**config.mk**
```make
export PLATFORM = sky130hd
export DESIGN_NAME = assoc_cache
export DESIGN_NICKNAME = d
export VERILOG_FILES = /design/src/rtl/cache_pkg.sv /design/src/rtl/cache_tag_match.sv /design/src/rtl/cache_victim_pick.sv /design/src/rtl/cache_fill_model.sv /design/src/rtl/assoc_cache.sv
export SDC_FILE = /design/constraint.sdc
export NUM_CORES = 1
export LEC_CHECK = 0
export ABC_CLOCK_PERIOD_IN_PS = 2500
export BUFFER_PORTS_ARGS = -buffer_cell sky130_fd_sc_hd__buf_2
export CORE_MARGIN = 4
export CORE_UTILIZATION = 50
export DETAILED_ROUTE_END_ITERATION = 12
export GPL_TIMING_DRIVEN = 1
export PLACE_DENSITY = 0.81
export SYNTH_ARGS = -nofsm -noshare
export SYNTH_HDL_FRONTEND = slang
export SYNTH_HIERARCHICAL = 1
export SYNTH_SLANG_ARGS = --single-unit
```
**constraint.sdc**
```tcl
create_clock -name clk -period 2.5 [get_ports clk]
set_input_delay 0.125 -clock clk [delete_from_list [all_inputs] [get_ports clk]]
set_output_delay 0.125 -clock clk [all_outputs]
set_load 0.1 [all_outputs]
```
**src/rtl/cache_pkg.sv**
```systemverilog
package cache_pkg;
    // Width of an index over n items; never zero so that vectors stay legal.
    function automatic int unsigned idx_width(int unsigned n);
        return (n > 1) ? $clog2(n) : 1;
    endfunction

    // Number of address bits consumed by set selection.
    function automatic int unsigned sel_bits(int unsigned n);
        return (n > 1) ? $clog2(n) : 0;
    endfunction
endpackage

```
**src/rtl/cache_tag_match.sv**
```systemverilog
module cache_tag_match #(
    parameter int WAYS  = 2,
    parameter int TAG_W = 7,
    parameter int WAY_W = 1
) (
    input  logic [WAYS-1:0]            valid,
    input  logic [WAYS-1:0][TAG_W-1:0] tags,
    input  logic [TAG_W-1:0]           probe,
    output logic [WAYS-1:0]            match,
    output logic                       hit,
    output logic [WAY_W-1:0]           hit_way
);
    // One comparator per way, all evaluated in parallel.
    for (genvar w = 0; w < WAYS; w++) begin : g_cmp
        assign match[w] = valid[w] && (tags[w] == probe);
    end

    assign hit = |match;

    always_comb begin
        hit_way = '0;
        for (int w = WAYS - 1; w >= 0; w--) begin
            if (match[w]) hit_way = WAY_W'(w);
        end
    end
endmodule

```
**src/rtl/cache_victim_pick.sv**
```systemverilog
module cache_victim_pick #(
    parameter int WAYS  = 2,
    parameter int WAY_W = 1
) (
    input  logic [WAYS-1:0]            valid,
    input  logic [WAYS-1:0][WAY_W-1:0] age,
    output logic [WAY_W-1:0]           victim
);
    logic found_empty;

    always_comb begin
        victim      = '0;
        found_empty = 1'b0;
        // Lowest-numbered empty way wins.
        for (int w = 0; w < WAYS; w++) begin
            if (!valid[w] && !found_empty) begin
                victim      = WAY_W'(w);
                found_empty = 1'b1;
            end
        end
        // Otherwise the way with the greatest age is the oldest.
        if (!found_empty) begin
            for (int w = 0; w < WAYS; w++) begin
                if (age[w] == WAY_W'(WAYS - 1)) victim = WAY_W'(w);
            end
        end
    end
endmodule

```
**src/rtl/cache_fill_model.sv**
```systemverilog
module cache_fill_model #(
    parameter int ADDR_W = 8,
    parameter int DATA_W = 16
) (
    input  logic [ADDR_W-1:0] addr,
    output logic [DATA_W-1:0] data
);
    localparam logic [DATA_W-1:0] MUL = DATA_W'(37);
    localparam logic [DATA_W-1:0] OFS = DATA_W'(5);

    assign data = DATA_W'(addr) * MUL + OFS;
endmodule

```
**src/rtl/assoc_cache.sv**
```systemverilog
module assoc_cache
    import cache_pkg::*;
#(
    parameter int ADDR_W = 8,
    parameter int DATA_W = 16,
    parameter int LINES  = 4,
    parameter int WAYS   = 2,
    parameter int CNT_W  = 16
) (
    input  logic              clk,
    input  logic              rst_n,
    input  logic              req_valid,
    input  logic [ADDR_W-1:0] req_addr,
    output logic              rsp_valid,
    output logic              rsp_hit,
    output logic [DATA_W-1:0] rsp_data,
    output logic [CNT_W-1:0]  miss_count
);
    localparam int SETS     = LINES / WAYS;
    localparam int SET_BITS = sel_bits(SETS);
    localparam int IDX_W    = idx_width(SETS);
    localparam int WAY_W    = idx_width(WAYS);
    localparam int TAG_W    = ADDR_W - SET_BITS;

    typedef struct packed {
        logic [LINES-1:0]             valid;
        logic [LINES-1:0][TAG_W-1:0]  tag;
        logic [LINES-1:0][DATA_W-1:0] data;
        logic [LINES-1:0][WAY_W-1:0]  age;
        logic                         rsp_valid;
        logic                         rsp_hit;
        logic [DATA_W-1:0]            rsp_data;
        logic [CNT_W-1:0]             misses;
    } state_t;

    state_t st_d, st_q;

    logic [IDX_W-1:0]             set_idx;
    logic [TAG_W-1:0]             req_tag;
    int                           base;
    logic [WAYS-1:0]              set_valid;
    logic [WAYS-1:0][TAG_W-1:0]   set_tag;
    logic [WAYS-1:0][DATA_W-1:0]  set_data;
    logic [WAYS-1:0][WAY_W-1:0]   set_age;
    logic [WAYS-1:0]              match_vec;
    logic                         hit;
    logic [WAY_W-1:0]             hit_way;
    logic [WAY_W-1:0]             victim_way;
    logic [WAY_W-1:0]             touch_way;
    logic [WAY_W-1:0]             touch_age;
    logic [DATA_W-1:0]            fill_data;

    // Set selection and tag split: modulo by a power of two.
    always_comb begin
        set_idx = (SETS > 1) ? req_addr[IDX_W-1:0] : '0;
        req_tag = TAG_W'(req_addr >> SET_BITS);
        base    = int'(set_idx) * WAYS;
        for (int w = 0; w < WAYS; w++) begin
            set_valid[w] = st_q.valid[base + w];
            set_tag[w]   = st_q.tag[base + w];
            set_data[w]  = st_q.data[base + w];
            set_age[w]   = st_q.age[base + w];
        end
    end

    cache_tag_match #(.WAYS(WAYS), .TAG_W(TAG_W), .WAY_W(WAY_W)) u_match (
        .valid   (set_valid),
        .tags    (set_tag),
        .probe   (req_tag),
        .match   (match_vec),
        .hit     (hit),
        .hit_way (hit_way)
    );

    cache_victim_pick #(.WAYS(WAYS), .WAY_W(WAY_W)) u_victim (
        .valid  (set_valid),
        .age    (set_age),
        .victim (victim_way)
    );

    cache_fill_model #(.ADDR_W(ADDR_W), .DATA_W(DATA_W)) u_fill (
        .addr (req_addr),
        .data (fill_data)
    );

    always_comb begin
        st_d           = st_q;
        st_d.rsp_valid = req_valid;
        st_d.rsp_hit   = 1'b0;
        touch_way      = hit ? hit_way : victim_way;
        touch_age      = set_age[touch_way];
        if (req_valid) begin
            st_d.rsp_hit = hit;
            // Recency update: touched way becomes youngest, younger ones age.
            for (int w = 0; w < WAYS; w++) begin
                if (WAY_W'(w) == touch_way) begin
                    st_d.age[base + w] = '0;
                end else if (set_age[w] < touch_age) begin
                    st_d.age[base + w] = set_age[w] + 1'b1;
                end
            end
            if (hit) begin
                st_d.rsp_data = set_data[hit_way];
            end else begin
                st_d.rsp_data                            = fill_data;
                st_d.valid[base + int'(victim_way)]      = 1'b1;
                st_d.tag[base + int'(victim_way)]        = req_tag;
                st_d.data[base + int'(victim_way)]       = fill_data;
                st_d.misses                              = st_q.misses + 1'b1;
            end
        end
    end

    always_ff @(posedge clk or negedge rst_n) begin
        if (!rst_n) begin
            st_q <= '0;
            // Ages start as a permutation so every set has a defined order.
            for (int l = 0; l < LINES; l++) begin
                st_q.age[l] <= WAY_W'(l % WAYS);
            end
        end else begin
            st_q <= st_d;
        end
    end

    assign rsp_valid  = st_q.rsp_valid;
    assign rsp_hit    = st_q.rsp_hit;
    assign rsp_data   = st_q.rsp_data;
    assign miss_count = st_q.misses;

    // Result timing
    assert_rsp_follows_req_R6: assert property (@(posedge clk) disable iff (!rst_n)
        req_valid |=> rsp_valid);
    assert_idle_no_rsp_R6: assert property (@(posedge clk) disable iff (!rst_n)
        !req_valid |=> !rsp_valid);

    // Miss counting
    assert_miss_bumps_count_R7: assert property (@(posedge clk) disable iff (!rst_n)
        (rsp_valid && !rsp_hit) |-> (miss_count == CNT_W'($past(miss_count) + 1'b1)));
    assert_hit_keeps_count_R7: assert property (@(posedge clk) disable iff (!rst_n)
        (rsp_valid && rsp_hit) |-> $stable(miss_count));

    // Parallel compare never finds the same block twice
    assert_single_match_R2: assert property (@(posedge clk) disable iff (!rst_n)
        req_valid |-> $onehot0(match_vec));

    // Empty ways are used before eviction
    assert_empty_first_R4: assert property (@(posedge clk) disable iff (!rst_n)
        (req_valid && !hit && !(&set_valid)) |-> !set_valid[victim_way]);

    // A repeated address right after an access must hit
    assert_repeat_hits_R10: assert property (@(posedge clk) disable iff (!rst_n)
        ($past(req_valid) && req_valid && req_addr == $past(req_addr)) |=> rsp_hit);
endmodule

```
==> results.txt <==
----------------------------------------------------
[Hold path]
  Startpoint of the lowest-slack hold path ... req_addr[3]
  Worst Hold Endpoint ... st_q[118]
  Hold Crit Class ... input port to flip-flop
  Number of cells traversed by the worst hold path ... 3

[Yosys]
  Summed instance area of the synthesized netlist ... 7120 um2
  Mean instance size in the synthesized netlist ... 12.8 um2
  Warnings from Yosys ... 6
  Cells after Synth ... 556

[Floorplan]
  Number of ports placed on the die boundary ... 45
  Die ar. ... 16200 um2
  Chip width ... 127 um
  Y dimension of the die ... 127 um
  Row count ... 43
  Core ar. ... 13900 um2
  Initial cell density of the core ... 51.1%

[Status]
  Run status ... completed

[Placed design]
  Half-perimeter wire length of the detailed placement result ... 9530 um
  Cell count after placement ... 780
  IO buf count ... 44
  Area post-placement ... 7810 um2
  GP Congestion ... 0.867

[Timing]
  Max transition margin ... 63.9%
  Highest clock frequency the design can meet ... 408 MHz
  Clock tree skew after final layout ... 9.57 ps
  Period minus WS final ... 2450 ps
  Final cycle utilization of the critical path ... 98.1%
  Slew at the pin closest to its max-slew limit ... 537 ps
  Setup Viol. Count Final ... 0
  Tightest hold margin ... 194 ps
  Max-slew violation count ... 0
  Final-report hold violation count ... 0
  Setup TNS ... 0 ps

[Pwr]
  P per Cell Area ... 1120 nW/um2
  Peak supply drop ... 0.536 mV
  Leak pwr ... 3.70 nW
  Total chip power ... 9.49 mW

[Final layout]
  # nets final ... 664
  Antenna Diode Count ... 0
  Layout cells sized above 1 ... 45.2%
  Final Cell Area ... 8450 um2
  Layout Cells excl Fill ... 817
  Signed area change from the synthesized netlist to the final layout ... 18.7%

[Global route]
  Number of antenna violations at the first check in global routing ... 0
  Maximum number of pins on one net before global-route repair ... 72
  Combined global-route utilization of all metal layers ... 18.1%
  Via count of the first global-routing pass ... 4652
  Global-route wire length before repair ... 23300 um
  Total grt overflow ... 0

[Worst setup path]
  Startpoint of the most critical setup path ... st_q[110]
  Worst Path Arrival ... 2750 ps
  Setup slack of the most critical reg-to-reg path ... 50 ps
  Type of the worst setup path ... flip-flop to flip-flop
  Required @ worst endpoint ... 2790 ps
  Worst Setup End Kind ... flip-flop
  Startpoint of the worst register-to-register path ... st_q[110]
  Type of element launching the critical path ... flip-flop
  Endpoint of the lowest-slack register-to-register path ... st_q[121]
  Top fanout value on the critical path ... 8
  Depth of the worst register-to-register path ... 10

[Drt]
  Routed vias/inst ... 5.44
  Router iterations before antenna repair ... 4
  Post-DR wirelength/cell ... 17.2 um
  DRC violation count after routing ... 0
  Number of DRC markers in iteration 0 ... 254
  Wire length after detailed routing ... 14100 um
  Vias ... 4443
  Antenna-violating nets left ... 0

[CTS]
  Worst-case clock buffer depth ... 2
  Clock latency of the later-clocked register in the worst-skew pair ... 420 ps
  CTS tree ... done
  Number of sinks on the clock net ... 134
  Clock transition at path regs ... 60 ps
  Clock Root Buffer ... sky130_fd_sc_hd__clkbuf_16
  Cts bufs inserted ... 17
  H-tree depth reported by CTS ... 4

[Run]
  Max-capacitance violation count ... 0

----------------------------------------------------
power breakdown:
part,internal (mW),switching (mW)
combinational,1.62,2.06
clock,1.37,0.956
sequential,3.03,0.467
how the worst max path moves through the flow:
stage | slack, ps | cells past startpoint | end
finish | 50 | 10 | st_q[121]
global route | -20 | 10 | st_q[121]
CTS | 20 | 9 | rsp_data[2]
detailed placement | -360 | 14 | rsp_data[11]
global placement | -250 | 13 | st_q[99]
floorplan | -4 | 10 | st_q[99]
worst max-delay path, stage by stage (launching register included):
cell and delay (ps):
sky130_fd_sc_hd__dfrtp_1 380, sky130_fd_sc_hd__mux2_4 280, sky130_fd_sc_hd__xor2_1 210, sky130_fd_sc_hd__nor4_2 50, sky130_fd_sc_hd__nand4_1 150, sky130_fd_sc_hd__buf_4 170, sky130_fd_sc_hd__o21ai_4 100, sky130_fd_sc_hd__buf_4 170
sky130_fd_sc_hd__nor3b_4 250, sky130_fd_sc_hd__buf_4 230, sky130_fd_sc_hd__mux2_1 340
layer usage:
metal	up-vias	global-route usage [%]	wire length, um
met4	0	6.56	208
met3	19	3.89	691
li1	2076	-	-
met1	2236	24.6	6370
met5	-	0	0
met2	112	28.9	6790
state kept, by name, indices dropped and copies added (netlist names):
| name | cells |
|---|---|
| rsp_data | 16 |
| rsp_hit | 1 |
| st_q | 100 |
| rsp_valid | 1 |
| miss_count | 16 |
placed cells by master (no fill, tap or decap), drive strengths merged, types with 6 or more instances in the layout:
cell type and n:
dfrtp 132, mux2 111, buf 101, a21oi 32, nor2 29, ha 26, xnor2 25, xor2 17
clkbuf 17, mux4 16, mux2i 16, inv 16, nand2 15, o21ai 8, clkinv 7, nand4 6
nand3 6
final cells by class:
cell class	instances	area, um2
clock buffer	17	425
clock inverter	15	131
fill	1042	5490
inverter	14	52.6
multi-input combinational	354	3500
sequential	134	3360
tap	180	225
timing repair buffer	103	758
through the flow:
step | setup WS, ps | util [%]
floorplan | -3.83 | -
global placement | -250 | 56.1
detailed placement | -362 | 56.1
CTS | 16.4 | 60.2
global route | -23.1 | 60.6
finish | 47.5 | 60.6
timing repair:
| action | in CTS | in global routing |
|---|---|---|
| gates resized for setup | 1 | 7 |
| endpoints found under the hold margin | 33 | 0 |
| setup buffers | 0 | 2 |
| setup endpoints to repair | 14 | 34 |
| cloned | 0 | 1 |
| pin swaps | 0 | 3 |
| hold buffers | 2 | 0 |
Note: power is estimated with default switching activity, not from simulation.
